[src/rtl/mst_pkg.sv]
package mst_pkg;
    localparam int STAT_W  = 16;
    localparam int NFLAGS  = 3;
    localparam int FLG_TX  = 0;
    localparam int FLG_RX  = 1;
    localparam int FLG_IRQ = 2;

    function automatic logic [STAT_W-1:0] pack_status(
        input logic [1:0]        sel,
        input logic              bmode,
        input logic              tmo,
        input logic              cfg,
        input logic [NFLAGS-1:0] flags
    );
        return {8'h00, sel, bmode, tmo, cfg, flags};
    endfunction
endpackage

[src/rtl/mst_sticky.sv]
module mst_sticky #(
    parameter int N = 3
) (
    input  logic         clk,
    input  logic         rst_n,
    input  logic [N-1:0] set_i,
    input  logic         rd_i,
    output logic [N-1:0] flags_o
);
    logic [N-1:0] flags_d, flags_q;

    always_comb begin
        flags_d = set_i | (flags_q & {N{~rd_i}});
    end

    always_ff @(posedge clk or negedge rst_n) begin
        if (!rst_n) flags_q <= '0;
        else        flags_q <= flags_d;
    end

    assign flags_o = flags_q;

    for (genvar g = 0; g < N; g++) begin : g_chk
        // an event sets the flag even during a read
        p_set_wins_r4: assert property (@(posedge clk) disable iff (!rst_n)
            set_i[g] |=> flags_q[g]);
        // a read with no event clears the flag
        p_clear_on_read_r5: assert property (@(posedge clk) disable iff (!rst_n)
            (rd_i && !set_i[g]) |=> !flags_q[g]);
    end
endmodule

[src/rtl/mst_cfg_track.sv]
module mst_cfg_track #(
    parameter int CFG_WORDS = 9
) (
    input  logic clk,
    input  logic rst_n,
    input  logic start_i,
    input  logic tx_word_i,
    output logic done_o
);
    localparam int CNT_W = $clog2(CFG_WORDS + 1);
    localparam logic [CNT_W-1:0] LAST = CNT_W'(CFG_WORDS);

    typedef struct packed {
        logic [CNT_W-1:0] cnt;
        logic             armed;
        logic             done;
    } cfg_st_t;

    cfg_st_t st_d, st_q;

    always_comb begin
        st_d = st_q;
        if (start_i) begin
            st_d.cnt   = '0;
            st_d.armed = 1'b1;
            st_d.done  = 1'b0;
        end else if (tx_word_i && st_q.armed && st_q.cnt != LAST) begin
            st_d.cnt = st_q.cnt + CNT_W'(1);
            if (st_d.cnt == LAST) st_d.done = 1'b1;
        end
    end

    always_ff @(posedge clk or negedge rst_n) begin
        if (!rst_n) st_q <= '0;
        else        st_q <= st_d;
    end

    assign done_o = st_q.done;

    p_start_clr_r6: assert property (@(posedge clk) disable iff (!rst_n)
        start_i |=> !st_q.done);
    p_done_hold_r6: assert property (@(posedge clk) disable iff (!rst_n)
        (st_q.done && !start_i) |=> st_q.done);
    p_unarmed_idle_r9: assert property (@(posedge clk) disable iff (!rst_n)
        (!st_q.armed && !start_i) |=> !st_q.done);
endmodule

[src/rtl/mst_tmo_track.sv]
module mst_tmo_track #(
    parameter int TMO_W = 16
) (
    input  logic             clk,
    input  logic             rst_n,
    input  logic             start_i,
    input  logic             word_i,
    input  logic             wait_i,
    input  logic             tick_i,
    input  logic [TMO_W-1:0] limit_i,
    output logic             tmo_o
);
    typedef struct packed {
        logic [TMO_W-1:0] cnt;
        logic             flag;
    } tmo_st_t;

    tmo_st_t st_d, st_q;

    always_comb begin
        st_d = st_q;
        if (start_i) begin
            st_d.cnt  = '0;
            st_d.flag = 1'b0;
        end else if (word_i) begin
            st_d.cnt = '0;
        end else if (tick_i && wait_i && st_q.cnt != '1) begin
            st_d.cnt = st_q.cnt + TMO_W'(1);
            if (st_d.cnt == limit_i) st_d.flag = 1'b1;
        end
    end

    always_ff @(posedge clk or negedge rst_n) begin
        if (!rst_n) st_q <= '0;
        else        st_q <= st_d;
    end

    assign tmo_o = st_q.flag;

    p_tmo_hold_r7: assert property (@(posedge clk) disable iff (!rst_n)
        (st_q.flag && !start_i) |=> st_q.flag);
    p_word_resets_r7: assert property (@(posedge clk) disable iff (!rst_n)
        (!start_i && word_i) |=> (st_q.cnt == '0));
    p_no_wrap_r7: assert property (@(posedge clk) disable iff (!rst_n)
        (st_q.cnt == '1 && !start_i && !word_i) |=> (st_q.cnt == '1));
endmodule

[src/rtl/modem_status_tracker.sv]
module modem_status_tracker #(
    parameter int CFG_WORDS = 9,
    parameter int TMO_W     = 16
) (
    input  logic             clk,
    input  logic             rst_n,
    input  logic             start_i,
    input  logic             tx_word_i,
    input  logic             rx_word_i,
    input  logic             xfer_wait_i,
    input  logic             tick_i,
    input  logic [TMO_W-1:0] tmo_limit_i,
    input  logic             rx_ovr_i,
    input  logic             tx_udr_i,
    input  logic             irq_req_i,
    input  logic [1:0]       fe_sel_i,
    input  logic             byte_mode_i,
    input  logic             rd_i,
    output logic [15:0]      rd_data_o,
    output logic             irq_o
);
    import mst_pkg::*;

    logic [NFLAGS-1:0] ev, flags;
    logic              cfg_done, tmo_flag;
    logic [STAT_W-1:0] rd_d, rd_q;

    always_comb begin
        ev          = '0;
        ev[FLG_TX]  = tx_udr_i;
        ev[FLG_RX]  = rx_ovr_i;
        ev[FLG_IRQ] = irq_req_i;
    end

    mst_sticky #(.N(NFLAGS)) u_sticky (
        .clk(clk), .rst_n(rst_n), .set_i(ev), .rd_i(rd_i), .flags_o(flags)
    );

    mst_cfg_track #(.CFG_WORDS(CFG_WORDS)) u_cfg (
        .clk(clk), .rst_n(rst_n), .start_i(start_i),
        .tx_word_i(tx_word_i), .done_o(cfg_done)
    );

    mst_tmo_track #(.TMO_W(TMO_W)) u_tmo (
        .clk(clk), .rst_n(rst_n), .start_i(start_i),
        .word_i(tx_word_i | rx_word_i), .wait_i(xfer_wait_i),
        .tick_i(tick_i), .limit_i(tmo_limit_i), .tmo_o(tmo_flag)
    );

    always_comb begin
        rd_d = rd_q;
        if (rd_i) rd_d = pack_status(fe_sel_i, byte_mode_i, tmo_flag, cfg_done, flags);
    end

    always_ff @(posedge clk or negedge rst_n) begin
        if (!rst_n) rd_q <= '0;
        else        rd_q <= rd_d;
    end

    assign rd_data_o = rd_q;
    assign irq_o     = flags[FLG_IRQ];

    p_reserved_zero_r1: assert property (@(posedge clk) disable iff (!rst_n)
        rd_q[15:8] == 8'h00);
    p_rd_hold_r3: assert property (@(posedge clk) disable iff (!rst_n)
        !rd_i |=> $stable(rd_q));
    p_rd_sel_r2: assert property (@(posedge clk) disable iff (!rst_n)
        rd_i |=> (rd_q[7:5] == $past({fe_sel_i, byte_mode_i})));
endmodule

[config.mk]
export PLATFORM = sky130hd
export DESIGN_NAME = modem_status_tracker
export DESIGN_NICKNAME = d
export VERILOG_FILES = /design/src/rtl/mst_pkg.sv /design/src/rtl/mst_sticky.sv /design/src/rtl/mst_cfg_track.sv /design/src/rtl/mst_tmo_track.sv /design/src/rtl/modem_status_tracker.sv
export SDC_FILE = /design/constraint.sdc
export NUM_CORES = 1
export LEC_CHECK = 0
export ABC_AREA = 1
export BUFFER_PORTS_ARGS = -buffer_cell sky130_fd_sc_hd__buf_2
export CAP_MARGIN = 0
export CORE_MARGIN = 2
export CORE_UTILIZATION = 55
export CTS_CLUSTER_DIAMETER = 150
export CTS_CLUSTER_SIZE = 25
export DETAILED_ROUTE_END_ITERATION = 10
export PLACE_DENSITY_LB_ADDON = 0.3
export SYNTH_ARGS = -nofsm -noshare
export SYNTH_HDL_FRONTEND = slang
export SYNTH_HIERARCHICAL = 1
export SYNTH_SLANG_ARGS = --single-unit
[constraint.sdc]
create_clock -name clk -period 2 [get_ports clk]
set_input_delay 0.3 -clock clk [delete_from_list [all_inputs] [get_ports clk]]
set_output_delay 0.3 -clock clk [all_outputs]
set_load 0.03 [all_outputs]
==> flow_metrics.env <==
export IMPL_outcome="finished, final reports clean"
export IMPL_power_leakage_nw=1.343
export IMPL_clock_sinks=34
export IMPL_grt_usage_pct=23.12
export IMPL_fin_ws_ns=0.1422
export IMPL_tns_ns=0
export IMPL_cts_max_path_buffers=2
export IMPL_critPathLaunchType="register"
export IMPL_preCtsSetupSlack_ns=0.1306
export IMPL_finalMaxSlewViolations=0
export IMPL_tightest_slew_ns=0.7728
export IMPL_final_common_cell="nand2_1"
export IMPL_required_ns=2.16
export IMPL_ys_top_cells_by_area="dfrtp_1 (38%), nand2_1 (18%), nand3_1 (6.9%)"
export IMPL_vias=2093
export IMPL_relSlewSlack_pct=48.48
export IMPL_drive_gt1_share_pct=21.15
export IMPL_fin_nets=397
export IMPL_synth_top_cell_by_area="dfrtp_1"
export IMPL_drc=0
export IMPL_critical_path_arrival_ns=2.02
export IMPL_antenna_found_initial=0
export IMPL_rows=23
export IMPL_ys_seq_area_share_pct=38.01
export IMPL_area_growth_syn_to_layout_pct=16.83
export IMPL_syn_area_um2=2238
export IMPL_ios=47
export IMPL_ctsHoldBuffers=0
export IMPL_rsz0062_at_grt="no"
export IMPL_wl_per_cell_um=11.88
export IMPL_h_tree_depth=2
export IMPL_ant_nets=0
export IMPL_wl_met2_um=2474
export IMPL_finalCritPeriodShare_pct=92.89
export IMPL_vdd_ir_drop_max_v=0.0004340
export IMPL_ys_warn_count=6
export IMPL_path_clk_slew_ns=0.07
export IMPL_setup_worst_path_class="reg2reg"
export IMPL_routed_wl_met3_um=275
export IMPL_p_per_area_nw_per_um2=645.5
export IMPL_vias_per_cell=5.056
export IMPL_timing_final_crit_period_ns=1.858
export IMPL_initialDrtViolationCount=112
export IMPL_cts_buffers=5
export IMPL_met1_length_um=2117
export IMPL_routed_wirelength_um=4917
export IMPL_grt_first_pass_wirelength_um=7824
export IMPL_cp_max_fo=14
export IMPL_grt_max_degree=35
export IMPL_dieArea_um2=4596
export IMPL_diodes=0
export IMPL_setup_viol=0
export IMPL_start_util_pct=56.36
export IMPL_final_cell_mix="nand2_1 (110), inv_1 (39), buf_2 (38), dfrtp_1 (34), nand3_1 (31)"
export IMPL_max_cap_violations=0
export IMPL_ys_ff_latch=34
export IMPL_min_path_type="in2async"
export IMPL_highest_layer="met4"
export IMPL_root_buffer="clkbuf_8"
export IMPL_dp_hpwl_um=3635
export IMPL_fp_dieW_um=67.80
export IMPL_finalHoldViolCount=0
export IMPL_avgSynthCellArea_um2=7.084
export IMPL_coreArea_um2=3971
export IMPL_grt_pass1_vias=1895
export IMPL_finClkSkew_ns=0.005554
export IMPL_cp_end_kind="register"
export IMPL_gr_total_overflow=0
export IMPL_clock_latency_ns=0.29
export IMPL_synth_cell_type_count=28
export IMPL_fmax_mhz=538.3
export IMPL_firstDrtPassIters=5
export IMPL_cts_tree="yes"
export IMPL_port_buffers=38
export IMPL_netlist_area_leader_share_pct=38.01
export IMPL_syn_inst=316
export IMPL_gp_congestion=0.8518
export IMPL_die_h_um=67.80
## worst paths after layout
| kind | from | end | slack, ns | depth (start not counted) |
|---|---|---|---|---|
| worst max register to register | u_tmo/st_q[1] | u_tmo/st_q[1] | 0.14 | 9 |
| worst min register to register | u_cfg/st_q[1] | u_cfg/st_q[1] | 0.46 | 1 |
| max in group asynchronous | rst_n | rd_data_o[5] | 1.43 | 1 |
| min in group clk | irq_req_i | u_sticky/flags_o[2] | 0.19 | 3 |
| worst min-delay path | rst_n | u_cfg/st_q[4] | 0.08 | 1 |
| worst max-delay path | u_tmo/st_q[1] | u_tmo/st_q[1] | 0.14 | 9 |
## worst max-delay path: stages (launching register included)
cell     delay, ns
dfrtp_1       0.42
ha_2          0.22
nand3_2       0.15
inv_2         0.08
nand2_2       0.10
nor2_1        0.06
nor2_1        0.18
inv_1         0.12
nand2_2       0.28
o21ai_0       0.13
## layout make-up
| cell class | count | area [µm²] |
|---|---|---|
| Sequential cell | 34 | 850.8 |
| Tap cell | 50 | 62.56 |
| Multi-Input combinational cell | 235 | 1167 |
| Fill cell | 356 | 1356 |
| Clock buffer | 5 | 68.82 |
| Inverter | 43 | 161.4 |
| Clock inverter | 3 | 68.82 |
| Timing Repair Buffer | 44 | 235.2 |
## flip-flops by register name (all words and copies together) (netlist names)
signal	count
u_tmo/tmo_o	1
rd_data_o	8
u_sticky/flags_o	3
u_tmo/st_q	16
u_cfg/done_o	1
u_cfg/st_q	5
## metal layers
metal | track usage, % | vias up
li1 | - | 1071
met1 | 26.31 | 960
met2 | 42.52 | 56
met3 | 5.500 | 6
met4 | 7.000 | 0
met5 | 0 | -
## power by group
group | internal, mW | leakage, nW | switching, mW | total [mW]
sequential | 0.707 | 0.447 | 0.0124 | 0.719
clock | 0.499 | 0.0683 | 0.275 | 0.775
combinational | 0.0640 | 0.828 | 0.130 | 0.194
total | 1.27 | 1.34 | 0.418 | 1.69
## cell usage after synthesis
cell / count
conb_1: 1
nor2_4: 5
or2_2: 2
dfrtp_1: 34
inv_1: 39
xnor2_1: 3
xor2_1: 1
inv_2: 4
nand4_1: 5
nand2_4: 1
nand2_2: 7
o22ai_1: 9
buf_2: 1
nor2_1: 23
nand3b_1: 6
xnor3_1: 1
o21ai_2: 1
nor2_2: 1
o21ai_0: 11
nand2_1: 110
and2_1: 2
buf_6: 2
nand3_1: 31
nand3_2: 2
o21ai_1: 1
buf_4: 8
ha_1: 4
a21oi_2: 1
## per-stage QoR
step	power (mW)	util, %	area [µm²]	instances	hold WS (ns)
2_1_floorplan	0.8625	-	2265	323	0.004409
3_3_place_gp	0.9216	61.75	2452	403	0.4246
5_1_grt	1.759	65.85	2615	414	0.1393
3_5_place_dp	0.9260	61.75	2452	403	0.4176
4_1_cts	1.702	65.22	2590	411	0.09935
6_report	1.688	65.85	2615	414	0.08113
## cell families (layout without fill, tap and decap cells)
group | count (synthesis) | in the layout | synth area share, %
and+or+nand+nor | 195 | 195 | 39.91
AOI/OAI and AO/OA | 23 | 23 | 5.981
xor gates and xnor gates | 5 | 5 | 2.571
adders and majority gates | 4 | 4 | 2.236
buffers and inverters | 54 | 95 | 11.12
other | 1 | 8 | 0.1675
DFF | 34 | 34 | 38.01
## repair_timing
action                                  in CTS  in global routing
setup buffers                                0                  3
endpoints found under the setup margin       0                 10
gates resized for setup                      0                  1
Power figures use the tool's default switching activity.
